==> src/rtl/usbev_pkg.sv <==
package usbev_pkg;
  // Bit positions inside the control/status register
  localparam int unsigned SUSP_POS = 0;
  localparam int unsigned BRST_POS = 2;
  localparam int unsigned RSM_POS  = 3;

  typedef struct packed {
    logic suspend;
    logic resume;
    logic busrst;
  } usbev_bus_t;

  function automatic logic is_ctl_flag(input int unsigned pos);
    return (pos == SUSP_POS) || (pos == BRST_POS) || (pos == RSM_POS);
  endfunction

  function automatic logic ctl_set_for(input int unsigned pos, input usbev_bus_t ev);
    logic s;
    s = 1'b0;
    if (pos == SUSP_POS) s = ev.suspend;
    if (pos == BRST_POS) s = ev.busrst;
    if (pos == RSM_POS)  s = ev.resume;
    return s;
  endfunction
endpackage

==> src/rtl/usbev_rst_sync.sv <==
module usbev_rst_sync #(
  parameter int unsigned STAGES = 2
) (
  input  logic clk,
  input  logic rst_n,
  output logic rst_n_sync
);
  logic [STAGES-1:0] sync_q;
  logic [STAGES-1:0] sync_d;

  always_comb begin
    sync_d = {sync_q[STAGES-2:0], 1'b1};
  end

  always_ff @(posedge clk or negedge rst_n) begin
    if (!rst_n) sync_q <= '0;
    else        sync_q <= sync_d;
  end

  assign rst_n_sync = sync_q[STAGES-1];
endmodule

==> src/rtl/usbev_flag_bit.sv <==
module usbev_flag_bit (
  input  logic clk,
  input  logic rst_n,
  input  logic set_i,
  input  logic wr_en_i,
  input  logic wr_bit_i,
  output logic q_o
);
  logic q;
  logic en;
  logic d;

  // a hardware set outranks a software clear
  always_comb begin
    en = set_i | (wr_en_i & ~wr_bit_i);
    d  = set_i;
  end

  always_ff @(posedge clk or negedge rst_n) begin
    if (!rst_n)  q <= 1'b0;
    else if (en) q <= d;
  end

  assign q_o = q;
endmodule

==> src/rtl/usbev_ctl_reg.sv <==
module usbev_ctl_reg
  import usbev_pkg::*;
#(
  parameter int unsigned REG_W = 8
) (
  input  logic             clk,
  input  logic             rst_n,
  input  usbev_bus_t       ev_i,
  input  logic             wr_en_i,
  input  logic [REG_W-1:0] wr_data_i,
  output logic [REG_W-1:0] rd_o
);
  logic [REG_W-1:0] unused_wr;

  for (genvar i = 0; i < REG_W; i++) begin : g_bit
    if (is_ctl_flag(i)) begin : g_flag
      logic set_w;
      assign set_w = ctl_set_for(i, ev_i);
      usbev_flag_bit u_flag (
        .clk      (clk),
        .rst_n    (rst_n),
        .set_i    (set_w),
        .wr_en_i  (wr_en_i),
        .wr_bit_i (wr_data_i[i]),
        .q_o      (rd_o[i])
      );
      assign unused_wr[i] = 1'b0;
    end else begin : g_zero
      assign rd_o[i]      = 1'b0;
      assign unused_wr[i] = wr_data_i[i];
    end
  end
endmodule

==> src/rtl/usbev_acc_reg.sv <==
module usbev_acc_reg #(
  parameter int unsigned NUM_EP = 4,
  parameter int unsigned REG_W  = 8
) (
  input  logic              clk,
  input  logic              rst_n,
  input  logic [NUM_EP-1:0] access_i,
  input  logic              wr_en_i,
  input  logic [REG_W-1:0]  wr_data_i,
  output logic [REG_W-1:0]  rd_o
);
  logic [REG_W-1:0] unused_wr;

  for (genvar i = 0; i < REG_W; i++) begin : g_bit
    if (i < NUM_EP) begin : g_flag
      usbev_flag_bit u_flag (
        .clk      (clk),
        .rst_n    (rst_n),
        .set_i    (access_i[i]),
        .wr_en_i  (wr_en_i),
        .wr_bit_i (wr_data_i[i]),
        .q_o      (rd_o[i])
      );
      assign unused_wr[i] = 1'b0;
    end else begin : g_zero
      assign rd_o[i]      = 1'b0;
      assign unused_wr[i] = wr_data_i[i];
    end
  end
endmodule

==> src/rtl/usbev_irq_gen.sv <==
module usbev_irq_gen
  import usbev_pkg::*;
#(
  parameter int unsigned NUM_EP = 4
) (
  input  logic              clk,
  input  logic              rst_n,
  input  usbev_bus_t        ev_i,
  input  logic [NUM_EP-1:0] access_i,
  output logic              irq_o
);
  logic irq_q;
  logic irq_d;

  always_comb begin
    irq_d = ev_i.suspend | ev_i.resume | ev_i.busrst | (|access_i);
  end

  always_ff @(posedge clk or negedge rst_n) begin
    if (!rst_n) irq_q <= 1'b0;
    else        irq_q <= irq_d;
  end

  assign irq_o = irq_q;
endmodule

==> src/rtl/usbev_collector.sv <==
module usbev_collector
  import usbev_pkg::*;
#(
  parameter int unsigned NUM_EP = 4,
  parameter int unsigned REG_W  = 8
) (
  input  logic              clk,
  input  logic              rst_n,
  input  logic              ev_suspend,
  input  logic              ev_resume,
  input  logic              ev_busreset,
  input  logic [NUM_EP-1:0] ev_fifo_access,
  input  logic              ctl_wr_en,
  input  logic [REG_W-1:0]  ctl_wr_data,
  input  logic              acc_wr_en,
  input  logic [REG_W-1:0]  acc_wr_data,
  output logic [REG_W-1:0]  ctl_rd_data,
  output logic [REG_W-1:0]  acc_rd_data,
  output logic              usb_irq_pulse
);
  logic       rst_n_sync;
  usbev_bus_t bus_ev;

  always_comb begin
    bus_ev.suspend = ev_suspend;
    bus_ev.resume  = ev_resume;
    bus_ev.busrst  = ev_busreset;
  end

  usbev_rst_sync #(.STAGES(2)) u_rst (
    .clk        (clk),
    .rst_n      (rst_n),
    .rst_n_sync (rst_n_sync)
  );

  usbev_ctl_reg #(.REG_W(REG_W)) u_ctl (
    .clk       (clk),
    .rst_n     (rst_n_sync),
    .ev_i      (bus_ev),
    .wr_en_i   (ctl_wr_en),
    .wr_data_i (ctl_wr_data),
    .rd_o      (ctl_rd_data)
  );

  usbev_acc_reg #(.NUM_EP(NUM_EP), .REG_W(REG_W)) u_acc (
    .clk       (clk),
    .rst_n     (rst_n_sync),
    .access_i  (ev_fifo_access),
    .wr_en_i   (acc_wr_en),
    .wr_data_i (acc_wr_data),
    .rd_o      (acc_rd_data)
  );

  usbev_irq_gen #(.NUM_EP(NUM_EP)) u_irq (
    .clk      (clk),
    .rst_n    (rst_n_sync),
    .ev_i     (bus_ev),
    .access_i (ev_fifo_access),
    .irq_o    (usb_irq_pulse)
  );
endmodule

==> config.mk <==
export PLATFORM = sky130hd
export DESIGN_NAME = usbev_collector
export DESIGN_NICKNAME = d
export VERILOG_FILES = /design/src/rtl/usbev_pkg.sv /design/src/rtl/usbev_rst_sync.sv /design/src/rtl/usbev_flag_bit.sv /design/src/rtl/usbev_ctl_reg.sv /design/src/rtl/usbev_acc_reg.sv /design/src/rtl/usbev_irq_gen.sv /design/src/rtl/usbev_collector.sv
export SDC_FILE = /design/constraint.sdc
export NUM_CORES = 1
export LEC_CHECK = 0
export BUFFER_PORTS_ARGS = -buffer_cell sky130_fd_sc_hd__buf_2
export CELL_PAD_IN_SITES_DETAIL_PLACEMENT = 0
export CELL_PAD_IN_SITES_GLOBAL_PLACEMENT = 2
export CORE_MARGIN = 3
export CORE_UTILIZATION = 18
export CTS_CLUSTER_SIZE = 12
export DETAILED_ROUTE_END_ITERATION = 10
export PLACE_DENSITY_LB_ADDON = 0.1
export SETUP_SLACK_MARGIN = 0.4
export SLEW_MARGIN = 20
export SYNTH_ARGS = -nofsm -noshare
export SYNTH_HDL_FRONTEND = slang
export SYNTH_SLANG_ARGS = --single-unit
==> constraint.sdc <==
create_clock -name clk -period 0.9 [get_ports clk]
set_clock_uncertainty 0.2 [all_clocks]
set_input_delay 0.045 -clock clk [delete_from_list [all_inputs] [get_ports clk]]
set_output_delay 0.045 -clock clk [all_outputs]
set_load 0.01 [all_outputs]
# ---- Word-level counts from Yosys, hierarchy flattened
# Cells that the tools add are included.
dict set report word_totals {
  register_bits 10
  elab_cells 34
  out_inout_bits 17
}
dict set report op_classes {
  n_reduce_logical 1
  bitwise_logic 24
}
# cell count
set op_table {}
lappend op_table {{1-bit bitwise OR} 10}
lappend op_table {{1-bit AND} 7}
lappend op_table {{1-bit NOT} 7}
lappend op_table {{4-bit OR reduction} 1}

# ---- Longest topological paths before layout
dict set report logic_depth {
  ltp_word 3
  mapped_depth 2
  ltp_nobuf 2
}

# ---- Modules after synthesis
# A second synthesis with hierarchy kept.
dict set report hier_totals {
  cells_unflattened 39
  area_unflattened_um2 440.4
}
# mod seq_area_each_um2 n_inst cells_per_inst area_each_um2
set modules_own_cells {}
lappend modules_own_cells {usbev_flag_bit 25.0 7 3 38.8}
lappend modules_own_cells {usbev_rst_sync 50.0 1 3 53.8}
lappend modules_own_cells {usbev_ctl_reg 0.0 1 6 41.3}
lappend modules_own_cells {usbev_irq_gen 25.0 1 4 40.0}
lappend modules_own_cells {usbev_acc_reg 0.0 1 5 33.8}

# ---- Worst setup path after synthesis
# No wires, ideal clock.
dict set report synth_timing {
  path_type {register to register}
  from {register u_acc.g_bit[1].g_flag.u_flag.q_o (netlist name)}
  to {register u_acc.g_bit[1].g_flag.u_flag.q}
  required_ps 581
  setup_time_ps 119
  arrival_time_ps 525
  setup_slack_ps 57
  path_buffers 0
  stages_incl_launch_ff 2
  path_cell_list {dfrtp_1 > a21o_2}
}
# element line_no
set synth_lines {}
lappend synth_lines {{to (signal assigned)} usbev_flag_bit.sv:20} ;# if (!rst_n) q <= 1'b0;
lappend synth_lines {{to (signal assigned)} usbev_flag_bit.sv:21} ;# else if (en) q <= d;
lappend synth_lines {{to (decl)} usbev_flag_bit.sv:9} ;# logic q;

# ---- Worst setup path in the final report
dict set report layout_timing {
  from {register u_acc.g_bit[1].g_flag.u_flag.q}
  to {output acc_rd_data[1]}
}
# element line_no
set layout_lines {}
lappend layout_lines {{to (decl)} usbev_collector.sv:18} ;# output logic [REG_W-1:0] acc_rd_data,
# No word-level cell between the ends.

==> run metrics <==
Post-Syn Area=490 sq um; crit-path cells=buf_2; Final Hold Violating Endpoints=18; Root Driver=clkbuf_4; worst hold slack=-0.241 ns; min Tclk post-route=1.03 ns; via count=354; DR DRC count=0; full die area=0.00339 sq mm; CP delay by family, top=flip-flops; FF-to-FF End=u_ctl.g_bit[2].g_flag.u_flag.q_o; Via-to-Cell Ratio=3.47; Cells after Synth=45; Iter 0 DRT Violations=10; CTS tree=built; Final TNS setup=-1.12 ns; pre-CTS WS=0.0403 ns; First-pass DRT Iterations=2; final antenna-violating net count=0; Worst path slowest cell=dfrtp_1; sequential fraction of the synthesis area=51.0%; PD cells=1450 mW/mm^2; commonest cells after routing, fill and taps aside=23 x buf_2, 10 x conb_1, 9 x dfrtp_1; Final setup viols=13; compound-cell area share of the yosys netlist=11.0%; RSZ-0062 raised after global routing=yes; Tot GR Track Use=6.14%; Reg clk slew, reported paths=0.07 ns; Worst path depth=1; FILL cells=289; final worst path period share=115%; Setup crit start=u_acc.g_bit[1].g_flag.u_flag.q_o; crit-path max FO=2; CP Capture Type=output pin; max-cap viol count=0; Yosys cell types=9; r2r startpoint=u_ctl.g_bit[2].g_flag.u_flag.q_o; main combinational cell family by area after synthesis=buffers and inverters; initial antenna violation count=0; IO Port Bufs=25; Leakage=0.319 nW; final net count=100; share of layout cells above drive strength 1=50.0%; Ys Warns=0; die height=58.2 um; failing checks=hold timing, setup timing; Synth Area in Simple Gates=12.0%; worst reg-to-reg path cell count=2; most common cell after layout, fill and taps aside=buf_2; Worst Path Required=0.65 ns; crit path kind=register to output pin; Worst Path Arrival=0.79 ns; CTS buffer count=3; I/O pin total=44; WP buf/inv=1; Initial Util=19.3%; die extent in x=58.2 um; grt ovf=0; number of global-route vias before repair=364; fin. max-slew vios=0; status=complete, but fails checks; XOR/XNOR Fraction of Synth Area=0%; routed wire length=962 um; Critical Path Max Stage Delay=0.38 ns; CP endpoint=acc_rd_data[1]; Design Area, Final=673 sq um; Worst-Skew Late Latency=0.26 ns; first-pass GRT wire length=1470 um; proportion of synthesized area in mux cells=0%; core area=0.00254 sq mm; TritonCTS sink count=10; CTS Hold Bufs=1; syn_area_per_cell=10.9 sq um; ant diodes=0; worst min-delay path class=primary input to register; placed cell areas=579 sq um; Wirelength per Cell=9.43 um; htree depth=1; adder-cell share of the synthesized area=0%; #FFs+latches synth=10; largest net degree at the start of global routing=9; Setup crit start kind=register; DPL Wire Length=802 um; Clock Path Buffers=2; setup ws final=-0.131 ns; Layout area overhead=37.2%; Rows=18; RePlAce Congestion=0.547; reg-to-reg setup timing slack=-0.05 ns; Pwr Total=975 uW; max frequency=970 MHz; Hold Path Origin=ev_fifo_access[0]; Max VDD drop=0.000855 V
## kinds of logic after synthesis
| logic type | count (synthesis) |
|---|---|
| buf+inv | 16 |
| flops | 10 |
| simple gates | 10 |
| compound gates | 7 |
| other cells | 2 |
## how the worst min path moves through the flow
| stage | end | cells past startpoint |
|---|---|---|
| 5_1_grt | u_acc.g_bit[0].g_flag.u_flag.q_o | 2 |
| 4_1_cts | u_acc.g_bit[0].g_flag.u_flag.q_o | 2 |
| 6_report | u_acc.g_bit[0].g_flag.u_flag.q_o | 2 |
| 3_3_place_gp | u_rst.sync_q[0] | 1 |
| 3_5_place_dp | u_rst.sync_q[0] | 1 |
| 2_1_floorplan | u_rst.sync_q[0] | 0 |
## stage by stage
| stage | util, % | cells |
|---|---|---|
| detailed placement | 22.8 | 92 |
| finish | 26.5 | 102 |
| CTS | 25.7 | 100 |
| floorplan | - | 53 |
| global placement | 22.8 | 92 |
| global route | 26.5 | 102 |
## cells in the mapped netlist, drive strengths merged
cell type,count,area (sq um)
nor4,1,6.26
nand2b,7,43.8
conb,2,7.51
dfrtp,10,250
nand2,1,3.75
buf,16,120
nor3,1,5.00
a21o,7,53.8
## power breakdown
part / switching, mW / internal, mW
registers: 0.0168 / 0.475
clock network: 0.146 / 0.171
logic: 0.0731 / 0.0926
total: 0.236 / 0.739
## final cells by class
cell class	count	area [sq um]	area share (%)
well taps	30	37.5	5.58
multi-input cells	27	165	24.5
flip-flops and latches	10	251	37.4
repair buffers	31	193	28.6
clock buffers	4	26.3	3.90
## sequential cells by signal, summed over array words and instances (netlist names)
| name | cells |
|---|---|
| u_irq.irq_o | 1 |
| u_rst.sync_q | 2 |
| u_ctl.g_bit.g_flag.u_flag.q_o | 3 |
| u_acc.g_bit.g_flag.u_flag.q_o | 4 |
## repair_timing
| item | 4_1_cts | 5_1_grt |
|---|---|---|
| endpoints found under the hold margin | 18 | 18 |
| pin swaps | 1 | 3 |
| endpoints found under the setup margin | 22 | 25 |
| buffers inserted | 3 | 2 |
| gates resized for setup | 5 | 1 |
## routing by layer
layer,GRT usage (%),vias up,wire length [um]
li1,-,173,-
met1,5.74,163,341
met2,9.84,18,481
met3,5.35,0,139
met4,1.99,0,0
met5,0,-,0
Note: power is estimated with default switching activity, not from simulation.
